## config.mk

```make
export PLATFORM = sky130hd
export DESIGN_NAME = alu_status_unit
export DESIGN_NICKNAME = d
export VERILOG_FILES = /design/src/rtl/alu_pkg.sv /design/src/rtl/alu_ctrl.sv /design/src/rtl/alu_datapath.sv /design/src/rtl/alu_status_unit.sv
export SDC_FILE = /design/constraint.sdc
export NUM_CORES = 1
export LEC_CHECK = 0
export ABC_AREA = 1
export CAP_MARGIN = 25
export CORE_MARGIN = 5
export CORE_UTILIZATION = 45
export CTS_BUF_LIST = sky130_fd_sc_hd__clkbuf_16
export DETAILED_ROUTE_END_ITERATION = 16
export PLACE_DENSITY = 0.71
export RECOVER_POWER = 50
export SETUP_SLACK_MARGIN = 0.2
export SLEW_MARGIN = 20
export SYNTH_ARGS = -nofsm -noshare
export SYNTH_HDL_FRONTEND = slang
export SYNTH_SLANG_ARGS = --single-unit
export TNS_END_PERCENT = 1
```

## constraint.sdc

```tcl
create_clock -name clk -period 3.6 [get_ports clk]
set_input_delay 0.72 -clock clk [delete_from_list [all_inputs] [get_ports clk]]
set_output_delay 0.72 -clock clk [all_outputs]
set_load 0.005 [all_outputs]
```

## src/rtl/alu_pkg.sv

```systemverilog
package alu_pkg;
  localparam int C_BIT  = 0;
  localparam int DC_BIT = 1;
  localparam int Z_BIT  = 2;
  localparam int PD_BIT = 3;
  localparam int TO_BIT = 4;

  typedef enum logic [3:0] {
    OP_MOVF = 4'd0,  OP_ADD  = 4'd1,  OP_SUB  = 4'd2,  OP_AND  = 4'd3,
    OP_IOR  = 4'd4,  OP_XOR  = 4'd5,  OP_COM  = 4'd6,  OP_INC  = 4'd7,
    OP_DEC  = 4'd8,  OP_RLC  = 4'd9,  OP_RRC  = 4'd10, OP_SWAP = 4'd11,
    OP_CLR  = 4'd12, OP_BSET = 4'd13, OP_BCLR = 4'd14, OP_MOVW = 4'd15
  } aluOp_e;

  // strobes from control to datapath
  typedef struct packed {
    logic updZ;
    logic updC;
    logic updDc;
    logic loadW;
    logic writeFile;
    logic writeStatus;
  } aluCtrl_t;
endpackage

```

## src/rtl/alu_ctrl.sv

```systemverilog
module alu_ctrl
  import alu_pkg::*;
(
  input  logic     opValid,
  input  aluOp_e   op,
  input  logic     destIsFile,
  input  logic     fileIsStatus,
  output aluCtrl_t ctrl
);
  logic zOp, cOp, dcOp;

  always_comb begin
    zOp  = 1'b0;
    cOp  = 1'b0;
    dcOp = 1'b0;
    case (op)
      OP_ADD, OP_SUB: begin
        zOp  = 1'b1;
        cOp  = 1'b1;
        dcOp = 1'b1;
      end
      OP_MOVF, OP_AND, OP_IOR, OP_XOR, OP_COM, OP_INC, OP_DEC, OP_CLR:
        zOp = 1'b1;
      OP_RLC, OP_RRC:
        cOp = 1'b1;
      default: ;
    endcase
  end

  always_comb begin
    ctrl.updZ        = opValid & zOp;
    ctrl.updC        = opValid & cOp;
    ctrl.updDc       = opValid & dcOp;
    ctrl.loadW       = opValid & ~destIsFile;
    ctrl.writeFile   = opValid & destIsFile & ~fileIsStatus;
    ctrl.writeStatus = opValid & destIsFile & fileIsStatus;
  end
endmodule

```

## src/rtl/alu_datapath.sv

```systemverilog
module alu_datapath
  import alu_pkg::*;
#(
  parameter int DATA_W = 8,
  parameter int BIT_W  = $clog2(DATA_W)
) (
  input  logic              clk,
  input  logic              rstN,
  input  aluCtrl_t          ctrl,
  input  aluOp_e            op,
  input  logic              srcIsLiteral,
  input  logic [DATA_W-1:0] fileData,
  input  logic [DATA_W-1:0] litData,
  input  logic [BIT_W-1:0]  bitSel,
  output logic [DATA_W-1:0] workReg,
  output logic [DATA_W-1:0] statusReg,
  output logic [DATA_W-1:0] result
);
  localparam int NIB = DATA_W / 2;
  localparam logic [DATA_W-1:0] LOCK_MASK = DATA_W'((1 << TO_BIT) | (1 << PD_BIT));
  localparam logic [DATA_W-1:0] FLAG_MASK = DATA_W'((1 << C_BIT) | (1 << DC_BIT) | (1 << Z_BIT));
  localparam logic [DATA_W-1:0] STATUS_RST = LOCK_MASK;

  logic [DATA_W-1:0] opB, addend, bitMask, flagVec, statusNext;
  logic [DATA_W:0]   sumFull;
  logic [NIB:0]      sumLow;
  logic              isSub, shiftOut, carryOut, anyUpd;

  assign opB = srcIsLiteral ? litData : fileData;

  // one-hot bit selector
  for (genvar g = 0; g < DATA_W; g++) begin : gMask
    assign bitMask[g] = (bitSel == BIT_W'(g));
  end

  // shared adder: subtract adds the inverted W plus one
  always_comb begin
    isSub   = (op == OP_SUB);
    addend  = isSub ? ~workReg : workReg;
    sumFull = {1'b0, opB} + {1'b0, addend} + {{DATA_W{1'b0}}, isSub};
    sumLow  = {1'b0, opB[NIB-1:0]} + {1'b0, addend[NIB-1:0]} + {{NIB{1'b0}}, isSub};
  end

  always_comb begin
    result   = opB;
    shiftOut = 1'b0;
    case (op)
      OP_MOVF: result = opB;
      OP_ADD,
      OP_SUB:  result = sumFull[DATA_W-1:0];
      OP_AND:  result = workReg & opB;
      OP_IOR:  result = workReg | opB;
      OP_XOR:  result = workReg ^ opB;
      OP_COM:  result = ~opB;
      OP_INC:  result = opB + DATA_W'(1);
      OP_DEC:  result = opB - DATA_W'(1);
      OP_RLC: begin
        result   = {opB[DATA_W-2:0], statusReg[C_BIT]};
        shiftOut = opB[DATA_W-1];
      end
      OP_RRC: begin
        result   = {statusReg[C_BIT], opB[DATA_W-1:1]};
        shiftOut = opB[0];
      end
      OP_SWAP: result = {opB[NIB-1:0], opB[DATA_W-1:NIB]};
      OP_CLR:  result = '0;
      OP_BSET: result = opB | bitMask;
      OP_BCLR: result = opB & ~bitMask;
      OP_MOVW: result = workReg;
      default: result = opB;
    endcase
  end

  always_comb begin
    carryOut = (op == OP_RLC || op == OP_RRC) ? shiftOut : sumFull[DATA_W];
    anyUpd   = ctrl.updZ | ctrl.updC | ctrl.updDc;
    flagVec  = statusReg;
    if (ctrl.updC)  flagVec[C_BIT]  = carryOut;
    if (ctrl.updDc) flagVec[DC_BIT] = sumLow[NIB];
    if (ctrl.updZ)  flagVec[Z_BIT]  = (result == '0);
    if (ctrl.writeStatus)
      statusNext = (result & ~LOCK_MASK & ~FLAG_MASK)
                 | (statusReg & LOCK_MASK)
                 | ((anyUpd ? flagVec : result) & FLAG_MASK);
    else
      statusNext = flagVec;
  end

  always_ff @(posedge clk) begin
    if (!rstN) begin
      workReg   <= '0;
      statusReg <= STATUS_RST;
    end else begin
      if (ctrl.loadW) workReg <= result;
      statusReg <= statusNext;
    end
  end
endmodule

```

## src/rtl/alu_status_unit.sv

```systemverilog
module alu_status_unit
  import alu_pkg::*;
#(
  parameter int DATA_W = 8,
  parameter int BIT_W  = $clog2(DATA_W)
) (
  input  logic              clk,
  input  logic              rstN,
  input  logic              opValid,
  input  logic [3:0]        opCode,
  input  logic              srcIsLiteral,
  input  logic [DATA_W-1:0] fileData,
  input  logic [DATA_W-1:0] litData,
  input  logic [BIT_W-1:0]  bitSel,
  input  logic              destIsFile,
  input  logic              fileIsStatus,
  output logic [DATA_W-1:0] workReg,
  output logic [DATA_W-1:0] statusReg,
  output logic              fileWrEn,
  output logic [DATA_W-1:0] fileWrData
);
  aluOp_e   op;
  aluCtrl_t ctrl;

  assign op = aluOp_e'(opCode);

  alu_ctrl u_ctrl (
    .opValid      (opValid),
    .op           (op),
    .destIsFile   (destIsFile),
    .fileIsStatus (fileIsStatus),
    .ctrl         (ctrl)
  );

  alu_datapath #(.DATA_W(DATA_W), .BIT_W(BIT_W)) u_dp (
    .clk          (clk),
    .rstN         (rstN),
    .ctrl         (ctrl),
    .op           (op),
    .srcIsLiteral (srcIsLiteral),
    .fileData     (fileData),
    .litData      (litData),
    .bitSel       (bitSel),
    .workReg      (workReg),
    .statusReg    (statusReg),
    .result       (fileWrData)
  );

  assign fileWrEn = ctrl.writeFile;
endmodule

```

==> metrics <==
worst vdd ir between 0.3 and 0.4 mV; worst slack, placed -0.775 ns; Hold/Removal Path Class flop to flop; Post-DP Area 4160 um^2; first-pass GRT wire length 21.2 mm; core area a little under 6000 um^2; Worst Path Required 2.88 ns; simple-gate share of the synthesized area about 45%; clock latency on the worst-skew pair 0.25 ns; Main synth FF type dfxtp_1; routability cong. 1.06; # nets final approximately 750; Pleak 2.48 nW; power per cell area approximately 230 nW/um^2; Final WS setup around 0.046 ns; Max FO, Critical Path 4; cell count after synthesis approximately 500; Seq/Total Area, Yosys between 10 and 15%; crit share post-route a little over nine tenths; Finish-stage setup viols 0; top-area cell type share of the netlist area around a fifth; Data arrival, critical path between 2 and 3 ns; startpoint types primary input; setup_tns 0 ns; max cap viols 0; largest area contributor in the netlist nand2_1; global routing's busiest layer met2; initial antenna violation count 0; Syn Area/Cell between 5 and 6 um^2; Clock Pin Slew Worst Setup and Hold Paths ~0.050 ns; CTS Sinks 14; GR Util All Layers about 35%; most frequent cells in the layout nand2_1, buf_4, inv_1; Initial Util between 40% and 50%; Crit Path Category primary input to output pin; commonest non-fill, non-tap cell in the layout nand2_1; vias in the first global route between 4000 and 5000; Hold Vio Cnt, Final 0; Slew Limit Fails 0; TritonRoute pass-1 iters 5; main area contributors after synthesis nand2_1, dfxtp_1, inv_1; layout cell share with drive strength beyond 1 between 30% and 40%; Synth Area in Compound Gates around a quarter; row count 28; dpl hpwl between 9 and 10 mm; yosys warns 0; Area Overhead vs Synth 78.7%; Clock Path Buffers 2; Tot Pwr 1.12 mW; synthesis-stage register bit count 14; largest net degree at the start of global routing 11; CTS tree yes; antenna cells 0; final core area utilization roughly 83%; post-synthesis adder-cell area fraction about 6.7%; ys async rst share 0%; fin cells roughly 780; CTS Buf Count 3; Synth Area in XOR/XNOR between 2 and 3%; synth unique cells 38; mapped cell area 2740 um^2; fin area about 5000 um^2; port bufs 51; via count 4536; GRT Residual Overflow 0; initial drt markers between 500 and 600; Die Wd 88.0 um; vias per cell 5.80; grt met1 use between 40% and 50%; Final ANT Viol Nets 0; WL per Instance ~18 um; GR Layer Usage met3 ~5.4%; RSZ-0062 raised after global routing true; final wirelength between 10 and 15 mm; Ports 54; die height 88.0 um; Crit. End Element output pin; main combinational cell family by area after synthesis simple AND/OR/NAND/NOR gates; Root Driver clkbuf_16; placed cells roughly 750; htree depth 1; mux cell area share after synthesis 0%; Fmax 281 MHz; EDFF count, synth 0; DRC violations left 0; Setup Skew approximately 0.0045 ns; hold_ws between 0.5 and 0.6 ns; die area 7740 um^2; clock period minus worst slack 3.55 ns; grt met2 use roughly 60%; status finished, final reports clean
## sequential cells by signal (all words and copies together) (netlist names)
name	cells
u_dp.workReg	8
u_dp.statusReg	6
## worst paths after layout
kind	startpoint	end	slack (ns)	depth (start not counted)
min	u_dp.statusReg[7]	u_dp.statusReg[7]	0.57	2
min reg2reg	u_dp.statusReg[7]	u_dp.statusReg[7]	0.57	2
max reg2reg	u_dp.workReg[5]	u_dp.statusReg[2]	0.79	16
max	fileData[3]	fileWrData[5]	0.05	13
## cell usage after synthesis, types with 7 or more instances
| cell | n |
|---|---|
| a21oi_1 | 30 |
| dfxtp_1 | 14 |
| ha_1 | 13 |
| inv_1 | 72 |
| nand2_1 | 150 |
| nand2_2 | 9 |
| nand3_1 | 39 |
| nor2_1 | 60 |
| nor2_2 | 9 |
| nor3_1 | 7 |
| o211ai_1 | 9 |
| o21ai_0 | 35 |
| o21ai_2 | 8 |
| xor2_1 | 8 |
## worst max-delay path, cell delays in order
cell and delay, ns:
clkdlybuf4s50_1 0.47, inv_2 0.05, o21ai_4 0.24, ha_4 0.26, nand2_1 0.11, inv_1 0.09
a21oi_2 0.18, nand3_1 0.13, nand2_1 0.08, nor2_1 0.05, nor2_1 0.12, nand3_2 0.15
buf_2 0.16
## layout make-up
class / instances / area, um^2
repair buffers: 198 / 1620
clock buffers: 3 / 75.1
fillers: 399 / 1030
well taps: 75 / 93.8
clock inverters: 1 / 3.75
inverters: 78 / 293
multi-input cells: 413 / 2520
flip-flops and latches: 14 / 280
## cell families (layout without fill, tap and decap cells)
kind of cell	Yosys count	count (layout)
AOI/OAI and AO/OA	103	103
xor gates and xnor gates	8	8
adders and majority gates	14	14
buffers and inverters	82	280
DFF	14	14
other	1	2
and+or+nand+nor	286	286
## metal layers
layer	vias up	routed length, um
met5	-	0
met4	0	1210
met3	109	1620
met2	385	6510
met1	1996	5080
li1	2046	-
## what timing repair did
item | CTS | global route
resized for setup | 124 | 31
pin swaps | 45 | 28
endpoints found under the setup margin | 10 | 8
setup buffers | 27 | 6
hold buffers | 0 | 0
## report_power, final
group	switching [mW]	internal [mW]	total [mW]
Sequential	0.0115	0.166	0.177
Combinational	0.391	0.333	0.724
Clock	0.0678	0.147	0.215
(Power assumes the default switching activity.)
